$ cat src/rtl/ir_cap_pkg.sv
package ir_cap_pkg;

    typedef enum logic [1:0] {
        SEL_FRAME = 2'd0,
        SEL_BOTH  = 2'd1,
        SEL_FALL  = 2'd2,
        SEL_RISE  = 2'd3
    } edge_sel_e;

    typedef enum logic [1:0] {
        ST_OFF  = 2'd0,
        ST_ARM  = 2'd1,
        ST_TIME = 2'd2
    } cap_state_e;

    localparam logic [1:0] ADDR_CTRL = 2'd0;
    localparam logic [1:0] ADDR_STAT = 2'd1;
    localparam logic [1:0] ADDR_TICK = 2'd2;

    localparam int CTRL_EN_BIT  = 15;
    localparam int CTRL_SEL_LSB = 2;
    localparam int CTRL_IV_LSB  = 16;
    localparam int STAT_POL_BIT = 8;

endpackage

$ cat src/rtl/ir_in_filter.sv
module ir_in_filter #(
    parameter int FILT_LEN = 3
) (
    input  logic clk,
    input  logic rst_n,
    input  logic raw,
    output logic clean
);

    logic [1:0]          sync_q;
    logic [FILT_LEN-1:0] hist_q;

    always_ff @(posedge clk or negedge rst_n) begin
        if (!rst_n) begin
            sync_q <= '1;
            hist_q <= '1;
            clean  <= 1'b1;
        end else begin
            sync_q <= {sync_q[0], raw};
            hist_q <= {hist_q[FILT_LEN-2:0], sync_q[1]};
            if (&hist_q)
                clean <= 1'b1;
            else if (~|hist_q)
                clean <= 1'b0;
        end
    end

    AST_FILT_UNANIMOUS: assert property (@(posedge clk) disable iff (!rst_n)
        !$stable(clean) |-> ($past(&hist_q) || $past(~|hist_q)));

endmodule

$ cat src/rtl/ir_tick_gen.sv
module ir_tick_gen #(
    parameter int DIV_W = 16
) (
    input  logic             clk,
    input  logic             rst_n,
    input  logic             restart,
    input  logic [DIV_W-1:0] div,
    output logic             tick
);

    logic [DIV_W-1:0] pc_q;

    assign tick = (pc_q >= div);

    always_ff @(posedge clk or negedge rst_n) begin
        if (!rst_n)
            pc_q <= '0;
        else if (restart || tick)
            pc_q <= '0;
        else
            pc_q <= pc_q + 1'b1;
    end

    AST_TICK_SPACING: assert property (@(posedge clk) disable iff (!rst_n)
        (tick && div != '0) |=> (!tick || div == '0));

endmodule

$ cat src/rtl/ir_edge_fsm.sv
module ir_edge_fsm
    import ir_cap_pkg::*;
#(
    parameter int CNT_W = 13
) (
    input  logic             clk,
    input  logic             rst_n,
    input  logic             enable,
    input  edge_sel_e        sel,
    input  logic             level,
    input  logic             tick,
    output logic             restart,
    output logic             capture,
    output logic [CNT_W-1:0] cap_iv,
    output logic             cap_pulse
);

    localparam logic [CNT_W-1:0] CNT_MAX = '1;

    cap_state_e       state_q, state_d;
    logic             level_q;
    logic             rise, fall, hit;
    logic [CNT_W-1:0] cnt_q, cnt_step;

    always_ff @(posedge clk or negedge rst_n) begin
        if (!rst_n)
            level_q <= 1'b1;
        else
            level_q <= level;
    end

    assign rise = level & ~level_q;
    assign fall = ~level & level_q;

    always_comb begin
        unique case (sel)
            SEL_BOTH:  hit = rise | fall;
            SEL_FALL:  hit = fall;
            SEL_RISE:  hit = rise;
            SEL_FRAME: hit = 1'b0;
        endcase
    end

    // State register
    always_ff @(posedge clk or negedge rst_n) begin
        if (!rst_n)
            state_q <= ST_OFF;
        else
            state_q <= state_d;
    end

    // Next state and outputs
    always_comb begin
        state_d = state_q;
        restart = 1'b0;
        capture = 1'b0;
        unique case (state_q)
            ST_OFF: begin
                restart = 1'b1;
                if (enable)
                    state_d = ST_ARM;
            end
            ST_ARM: begin
                restart = hit;
                if (!enable)
                    state_d = ST_OFF;
                else if (hit)
                    state_d = ST_TIME;
            end
            ST_TIME: begin
                if (!enable) begin
                    state_d = ST_OFF;
                end else if (hit) begin
                    capture = 1'b1;
                    restart = 1'b1;
                end
            end
            default: begin
                state_d = ST_OFF;
                restart = 1'b1;
            end
        endcase
    end

    assign cnt_step = (tick && cnt_q != CNT_MAX) ? cnt_q + 1'b1 : cnt_q;

    always_ff @(posedge clk or negedge rst_n) begin
        if (!rst_n)
            cnt_q <= '0;
        else if (restart)
            cnt_q <= '0;
        else
            cnt_q <= cnt_step;
    end

    always_ff @(posedge clk or negedge rst_n) begin
        if (!rst_n) begin
            cap_iv    <= '0;
            cap_pulse <= 1'b0;
        end else if (capture) begin
            cap_iv    <= cnt_step;
            cap_pulse <= ~level_q;
        end
    end

    AST_LATCH_HOLD: assert property (@(posedge clk) disable iff (!rst_n)
        !capture |=> ($stable(cap_iv) && $stable(cap_pulse)));
    AST_NO_CAP_UNTIMED: assert property (@(posedge clk) disable iff (!rst_n)
        (state_q != ST_TIME) |-> !capture);
    AST_FRAME_SILENT: assert property (@(posedge clk) disable iff (!rst_n)
        (sel == SEL_FRAME) |-> !capture);
    AST_FALL_SPACE: assert property (@(posedge clk) disable iff (!rst_n)
        (capture && sel == SEL_FALL) |=> !cap_pulse);
    AST_RISE_MARK: assert property (@(posedge clk) disable iff (!rst_n)
        (capture && sel == SEL_RISE) |=> cap_pulse);
    AST_CNT_STICKY: assert property (@(posedge clk) disable iff (!rst_n)
        (cnt_q == CNT_MAX && !restart) |=> cnt_q == CNT_MAX);

endmodule

$ cat src/rtl/ir_edge_timer.sv
module ir_edge_timer
    import ir_cap_pkg::*;
#(
    parameter int FILT_LEN  = 3,
    parameter int DIV_W     = 16,
    parameter int CNT_W     = 13,
    parameter int DIV_RESET = 999
) (
    input  logic        clk,
    input  logic        rst_n,
    input  logic        ir_in,
    input  logic        reg_wr,
    input  logic        reg_rd,
    input  logic [1:0]  reg_addr,
    input  logic [31:0] reg_wdata,
    output logic [31:0] reg_rdata,
    output logic        irq
);

    localparam logic [DIV_W-1:0] DIV_INIT = DIV_W'(DIV_RESET);

    logic             en_q;
    edge_sel_e        sel_q;
    logic [DIV_W-1:0] div_q;
    logic             clean, tick, restart, capture, cap_pulse;
    logic [CNT_W-1:0] cap_iv;
    logic             stat_read;
    logic             unused_wdata;

    assign unused_wdata = ^reg_wdata;
    assign stat_read    = reg_rd && (reg_addr == ADDR_STAT);

    ir_in_filter #(.FILT_LEN(FILT_LEN)) u_filter (
        .clk   (clk),
        .rst_n (rst_n),
        .raw   (ir_in),
        .clean (clean)
    );

    ir_tick_gen #(.DIV_W(DIV_W)) u_tick (
        .clk     (clk),
        .rst_n   (rst_n),
        .restart (restart),
        .div     (div_q),
        .tick    (tick)
    );

    ir_edge_fsm #(.CNT_W(CNT_W)) u_fsm (
        .clk       (clk),
        .rst_n     (rst_n),
        .enable    (en_q),
        .sel       (sel_q),
        .level     (clean),
        .tick      (tick),
        .restart   (restart),
        .capture   (capture),
        .cap_iv    (cap_iv),
        .cap_pulse (cap_pulse)
    );

    always_ff @(posedge clk or negedge rst_n) begin
        if (!rst_n) begin
            en_q  <= 1'b0;
            sel_q <= SEL_FRAME;
            div_q <= DIV_INIT;
        end else if (reg_wr) begin
            if (reg_addr == ADDR_CTRL) begin
                en_q  <= reg_wdata[CTRL_EN_BIT];
                sel_q <= edge_sel_e'(reg_wdata[CTRL_SEL_LSB +: 2]);
            end else if (reg_addr == ADDR_TICK) begin
                div_q <= reg_wdata[DIV_W-1:0];
            end
        end
    end

    always_ff @(posedge clk or negedge rst_n) begin
        if (!rst_n)
            irq <= 1'b0;
        else if (capture)
            irq <= 1'b1;
        else if (stat_read)
            irq <= 1'b0;
    end

    always_comb begin
        reg_rdata = '0;
        case (reg_addr)
            ADDR_CTRL: begin
                reg_rdata[CTRL_IV_LSB +: CNT_W]  = cap_iv;
                reg_rdata[CTRL_EN_BIT]           = en_q;
                reg_rdata[CTRL_SEL_LSB +: 2]     = sel_q;
            end
            ADDR_STAT: reg_rdata[STAT_POL_BIT]   = cap_pulse;
            ADDR_TICK: reg_rdata[DIV_W-1:0]      = div_q;
            default:   reg_rdata                 = '0;
        endcase
    end

    AST_IRQ_HOLD: assert property (@(posedge clk) disable iff (!rst_n)
        (irq && !stat_read) |=> irq);
    AST_IRQ_CLEAR: assert property (@(posedge clk) disable iff (!rst_n)
        (stat_read && !capture) |=> !irq);
    AST_IRQ_SET: assert property (@(posedge clk) disable iff (!rst_n)
        capture |=> irq);
    AST_OFF_QUIET: assert property (@(posedge clk) disable iff (!rst_n)
        !en_q |-> !capture);

endmodule

$ cat config.mk
export PLATFORM = sky130hd
export DESIGN_NAME = ir_edge_timer
export DESIGN_NICKNAME = d
export VERILOG_FILES = /design/src/rtl/ir_cap_pkg.sv /design/src/rtl/ir_in_filter.sv /design/src/rtl/ir_tick_gen.sv /design/src/rtl/ir_edge_fsm.sv /design/src/rtl/ir_edge_timer.sv
export SDC_FILE = /design/constraint.sdc
export NUM_CORES = 1
export LEC_CHECK = 0
export BUFFER_PORTS_ARGS = -buffer_cell sky130_fd_sc_hd__buf_4
export CAP_MARGIN = 20
export CORE_ASPECT_RATIO = 0.9
export CORE_MARGIN = 1
export CORE_UTILIZATION = 56
export CTS_CLUSTER_DIAMETER = 60
export DETAILED_ROUTE_END_ITERATION = 7
export PLACE_DENSITY_LB_ADDON = 0.05
export RECOVER_POWER = 100
export SETUP_SLACK_MARGIN = 0.2
export SLEW_MARGIN = 20
export SYNTH_ARGS = -nofsm -noshare
export SYNTH_HDL_FRONTEND = slang
export SYNTH_SLANG_ARGS = --single-unit
$ cat constraint.sdc
create_clock -name clk -period 6.05 [get_ports clk]
set_clock_uncertainty 0.15 [all_clocks]
set_input_delay 1.21 -clock clk [delete_from_list [all_inputs] [get_ports clk]]
set_output_delay 1.21 -clock clk [all_outputs]
set_load 0.02 [all_outputs]
==> impl_results.md, run 1 <==
- Status: finished, final reports clean
- # DRC: 0
- Vias: approximately 2.8k
- 1st-pass router iterations: 4
- Asr flop ratio synth: 100.0%
- Final cycle utilization of the critical path: between 60 and 70%
- Clock root cell: clkbuf_8
- Die width: a little under 90 um
- Post-synth EDFFs: 0
- GRT Util Overall: approximately a quarter
- Largest net degree at the start of global routing: 73
- Net count reported at finish: between 400 and 500
- Fillers: roughly 580
- FF-to-FF setup slack: approximately 2900 ps
- Crit-path max cell delay: ~560 ps
- Multi-input combinational cell area: ~0.0018 mm^2
- Global Route met3 Usage: between 7 and 8%
- Hold path startpoint: u_filter.sync_q[0]
- Final setup vio count: 0
- Final Cell Area: roughly 0.0044 mm^2
- Die Height: ~80 um
- CTS buffer count: 9
- Worst-Margin Slew: 965.9 ps
- RSZ-0062 raised after global routing: false
- Post-layout util: 66.15%
- Worst R2R Path Depth: 8
- Worst reg2reg endpoint: u_tick.pc_q[13]
- Dpl cells: 508
- Diode count: 0
- Global-route wire length before repair: 12.94 mm
- Clock tree sinks: a little over 70
- Row count: 28
- Dpl ws: around 2300 ps
- WHS: 208.7 ps
- H-Tree Depth: 3
- Synth-to-layout area growth: 14.35%
- Worst r2r src: div_q[9]
- Dpl cell area: roughly 0.0043 mm^2
- Max_slew headroom: 35.37%
- Primary FF master, synth: dfrtp_1
- Met2 usage: approximately two fifths
- Leak Pwr: 2.018 nW
- Max-slew violation count: 0
- Critical Path RT: 4690 ps
- Commonest non-fill, non-tap cell in the layout: dfrtp_1
- Setup bufs post-CTS: 0
- Die ar.: just over 0.007 mm^2
- Buf+Inv Stages, Crit Path: 3
- Core ar.: around 0.0066 mm^2
- Wire length per cell: around 15 um
- Port bufs: 52
- Hold path cells: 0
- I/O pin count: slightly above 70
- Sequential cell area: 0.001821 mm^2
- Initial Util: between 50% and 60%
- Post-CTS Hold Buffers: 0
- Yosys cell types: 45
- Via density: between 5 and 6
- Sequential area share after synthesis: 47.78%
- Hold Fails Final Rpt: 0
- Skew-Pair Late Insertion Delay: 340 ps
- Overflow after GRT: 0
- Most frequent cells in the layout: 57 x dfrtp_1, 39 x buf_4, 36 x nor2_1, 28 x inv_1, 26 x ha_1
- TritonCTS clock tree: yes
- Max VDD drop: roughly 190 uV
- Routed Antenna Nets: 0
- Post-Syn Area: 0.003810 mm^2
- Crit path kind: in -> out
- Worst setup margin: around 2200 ps
- Arrival time worst endpoint: about 2500 ps
- CP max stage cell: ha_1
- Initial antenna violation count: 0
- Fmax: approximately 0.26 GHz
- Max FO, Critical Path: 17
- Power Dens Cells: 281.5 mW/mm^2
- Gpl congestion: roughly 0.84
- MaxCap Viol Count: 0
- GR peak layer: met2
- Number of synthesis warnings: 0
- Clk slew on worst S/H paths: about 70 ps
- WHS Endpoint: u_filter.sync_q[1]
- Worst-path cell chain: clkbuf_1 -> inv_1 -> ha_1 -> a22oi_1 -> nor2b_1 -> clkbuf_1
- Startpoint type of the worst setup path: input pin
- Yosys reg bits: slightly above 70
- Total power: 1.227 mW
- Initial DRC count: 117
- CTS resizes: 0
- Syn_area_per_cell: between 10 and 15 um^2
- Placed wire-length estimate: around 5.4 mm
- Worst path top cell family by delay: adder cells
- Vias in the first global route: around 2.8k
- Post-route insts no fill: around 520
- Share of layout cells above drive strength 1: between 20% and 30%
- Hold Crit Class: reg -> reg
- Post-Syn Instances: ~380
- Fin Setup TNS: 0 ps
- Met1 Track Usage GR: about a third
- DRT Wirelength: 7.641 mm
- Post-route minimum period: between 3000 and 4000 ps
- Clock tree buffer depth: 2
- CP endpoint kind: output port
- Top cell by count, worst path: clkbuf_1
## final cells by class
class / count / area share (%)
clock buffers: 13 / 3.418
clock inverters: 3 / 0.4021
inverters: 28 / 2.412
multi-input cells: 265 / 41.38
flip-flops and latches: 72 / 41.79
well taps: 90 / 2.585
repair buffers: 53 / 8.013
## layer usage
layer  up-vias  routed length, um
met5         -                  0
met4         0                 63
met3         8                328
met2        74               3577
met1      1368               3671
li1       1393                  -
## power breakdown
| group | switching (mW) | internal (mW) |
|---|---|---|
| sequential | 0.0466 | 0.554 |
| combinational | 0.170 | 0.124 |
| clock | 0.173 | 0.159 |
## how the worst max path moves through the flow
stage	startpoint	end	slack (ps)	depth (start not counted)
2_1_floorplan	reg_addr[0]	reg_rdata[0]	2610	5
3_3_place_gp	reg_addr[0]	reg_rdata[8]	2260	6
3_5_place_dp	reg_addr[0]	reg_rdata[8]	2270	6
4_1_cts	reg_addr[0]	reg_rdata[8]	2260	6
5_1_grt	reg_addr[0]	reg_rdata[8]	2080	6
6_report	reg_addr[0]	reg_rdata[8]	2180	6
## cell usage after synthesis (all sizes together), types with 2 or more instances
cell type	count	area [um^2]
dfrtp	57	1426
nor2	36	135.1
and2	28	175.2
inv	28	105.1
ha	26	325.3
nand2	24	90.09
a21oi	20	100.1
mux2	19	214.0
o21ai	17	85.08
dfstp	15	394.1
a31oi	9	56.30
clkbuf	9	33.78
xnor2	9	78.83
and3	8	55.05
nand3	8	40.04
xor2	8	70.07
nand4	7	43.79
buf	5	38.78
nand2b	5	31.28
nor3	4	20.02
or3	4	25.02
a22o	3	26.28
a21o	2	15.01
mux2i	2	20.02
nand3b	2	15.01
o2111ai	2	17.52
o21ba	2	20.02
o31a	2	17.52
o31ai	2	15.01
or4	2	22.52
or4b	2	23.77
## worst register-to-register path, stage by stage (launching register included)
cell and delay, ps:
dfstp_2 530, inv_1 50, ha_1 300, a21o_1 170, a221o_1 330, a21oi_1 410, and3_1 460, nand2b_1 450
nor2_1 250
## logic make-up (layout without fill, tap and decap cells)
group	count (synthesis)	count (layout)	share of synthesized area [%]
other	1	3	0.09843
buffers and inverters	42	97	4.663
DFF	72	72	47.78
and+or+nand+nor	133	133	18.33
muxes	21	21	6.141
xor gates and xnor gates	17	17	3.908
adders and majority gates	26	26	8.539
AOI/OAI and AO/OA	65	65	10.54
## state kept, by name, summed over array words and instances, names as in the netlist
name,count
u_fsm.cap_pulse,1
u_fsm.state_q,2
en_q,1
u_fsm.level_q,1
u_tick.pc_q,16
irq,1
u_filter.clean,1
u_filter.sync_q,2
u_fsm.cap_iv,13
sel_q,2
u_fsm.cnt_q,13
u_filter.hist_q,3
div_q,16
No activity file was read; power rests on OpenSTA's default activity.
==> run 2: changes to the inputs <==
==> constraint.sdc (replaced) <==
create_clock -name clk -period 3.8 [get_ports clk]
set_clock_uncertainty 0.15 [all_clocks]
set_input_delay 0.76 -clock clk [delete_from_list [all_inputs] [get_ports clk]]
set_output_delay 0.76 -clock clk [all_outputs]
set_load 0.02 [all_outputs]
==> run 2 against run 1 <==
  * The run now ends with capacitance limit, slew limit left
  * Die area unchanged
  * Critical path depth grew 2
  * Flip-flop and latch count did not move
  * Clock power rose by 61%
  * Via count decreased by 0.42%
  * Largest power group unchanged
==> impl_results.md, run 2 (synthesized netlist as in run 1, its figures left out) <==
- Worst-Margin Slew: approximately 1700 ps
- Fmax: 0.3210 GHz
- RSZ-0062 raised after global routing: false
- Routed Antenna Nets: 0
- Dpl ws: slightly below 900 ps
- Leak Pwr: 2.027 nW
- H-Tree Depth: 3
- Overflow after GRT: 0
- Wire length per cell: around 14 um
- Max_slew headroom: -16.51%
- Hold path cells: 0
- CP endpoint kind: register
- MaxCap Viol Count: 1
- # DRC: 0
- Crit path kind: reg -> reg
- Arrival time worst endpoint: about 3200 ps
- Fin Setup TNS: 0 ps
- Die width: between 80 and 90 um
- Largest net degree at the start of global routing: 73
- Startpoint type of the worst setup path: register
- Worst R2R Path Depth: 8
- Hold Fails Final Rpt: 0
- Initial Util: between 50% and 60%
- Status: finished, violations left
- Vias: between 2k and 3k
- Diode count: 0
- Placed wire-length estimate: 5.408 mm
- Most frequent cells in the layout: 57 x dfrtp_1, 41 x buf_4, 36 x nor2_1, 28 x inv_1, 26 x ha_1
- Port bufs: 52
- Final cycle utilization of the critical path: 81.99%
- Dpl cells: between 500 and 600
- Biggest regs: div_q (16), u_tick.pc_q (16)
- Clock root cell: clkbuf_8
- Share of layout cells above drive strength 1: around a fifth
- Global-route wire length before repair: roughly 13 mm
- Die ar.: around 0.0071 mm^2
- Synth-to-layout area growth: 14.84%
- Post-route insts no fill: around 530
- Power Dens Cells: approximately 450 mW/mm^2
- Post-route minimum period: ~3100 ps
- Net count reported at finish: ~500
- CTS resizes: 0
- CTS buffer count: 9
- Setup bufs post-CTS: 0
- Die Height: ~80 um
- Max VDD drop: ~240 uV
- I/O pin count: 72
- Max-slew violation count: 73
- Clock tree sinks: ~70
- Gpl congestion: approximately 0.8
- Via density: roughly 5.4
- Post-layout util: 66.43%
- Total power: about 2.0 mW
- Clk slew on worst S/H paths: around 80 ps
- Post-CTS Hold Buffers: 0
- Skew-Pair Late Insertion Delay: 350 ps
- Row count: 28
- 1st-pass router iterations: 4
- Critical Path RT: ~3900 ps
- Clock tree buffer depth: 2
- TritonCTS clock tree: yes
- Failing checks: capacitance limit, slew limit
- Max FO, Critical Path: 16
- Vias in the first global route: ~2.8k
- Final setup vio count: 0
- Core ar.: approximately 0.0066 mm^2
- Initial antenna violation count: 0
- GRT Util Overall: about a quarter
- DRT Wirelength: ~7.5 mm
- Worst setup margin: just under 700 ps
- Commonest non-fill, non-tap cell in the layout: dfrtp_1
- Initial DRC count: approximately 130
- Hold Crit Class: reg -> reg
==> run 2: area by class of cell <==
type	count	area (um^2)
Clock buffer	13	148.9
Clock inverter	3	20.02
Inverter	28	105.1
Timing Repair Buffer	54	365.4
Fill cell	589	2211
Tap cell	90	112.6
Multi-Input combinational cell	265	1803
Sequential cell	72	1821
==> run 2: through the flow <==
stage	hold slack, ps	area (um^2)
floorplan	195.2	3817
global placement	198.2	4263
detailed placement	198.1	4263
CTS	211.0	4432
global route	213.9	4375
finish	210.6	4375
==> run 2: final timing paths <==
check / start / to / slack (ps)
worst max-delay path: div_q[9] / u_tick.pc_q[6] / 680
worst min-delay path: u_filter.sync_q[0] / u_filter.sync_q[1] / 210
worst max register to register: div_q[9] / u_tick.pc_q[6] / 680
worst min register to register: u_filter.sync_q[0] / u_filter.sync_q[1] / 210
max in group asynchronous: rst_n / u_tick.pc_q[10] / 1740
min in group asynchronous: rst_n / u_fsm.cap_iv[0] / 730
==> run 2: critical path: stages, from the launching register on <==
cell and delay [ps]:
dfstp_1 530, inv_1 50, ha_1 300, a21o_1 160
a221o_1 310, a21oi_1 400, and3_1 470, nand2b_1 440
nor2_1 230
==> run 2: power breakdown <==
part,internal [mW],switching (mW),total [mW]
logic,0.198,0.264,0.462
clock network,0.254,0.281,0.535
registers,0.881,0.0740,0.955
==> run 2: routing by layer <==
metal | track usage [%] | up-vias | share of wire [%]
met2 | 37.62 | 81 | 46
met3 | 7.091 | 7 | 5.9
met5 | 0 | - | 0
met1 | 32.13 | 1346 | 47
li1 | - | 1397 | -
met4 | 6.190 | 0 | 0.99
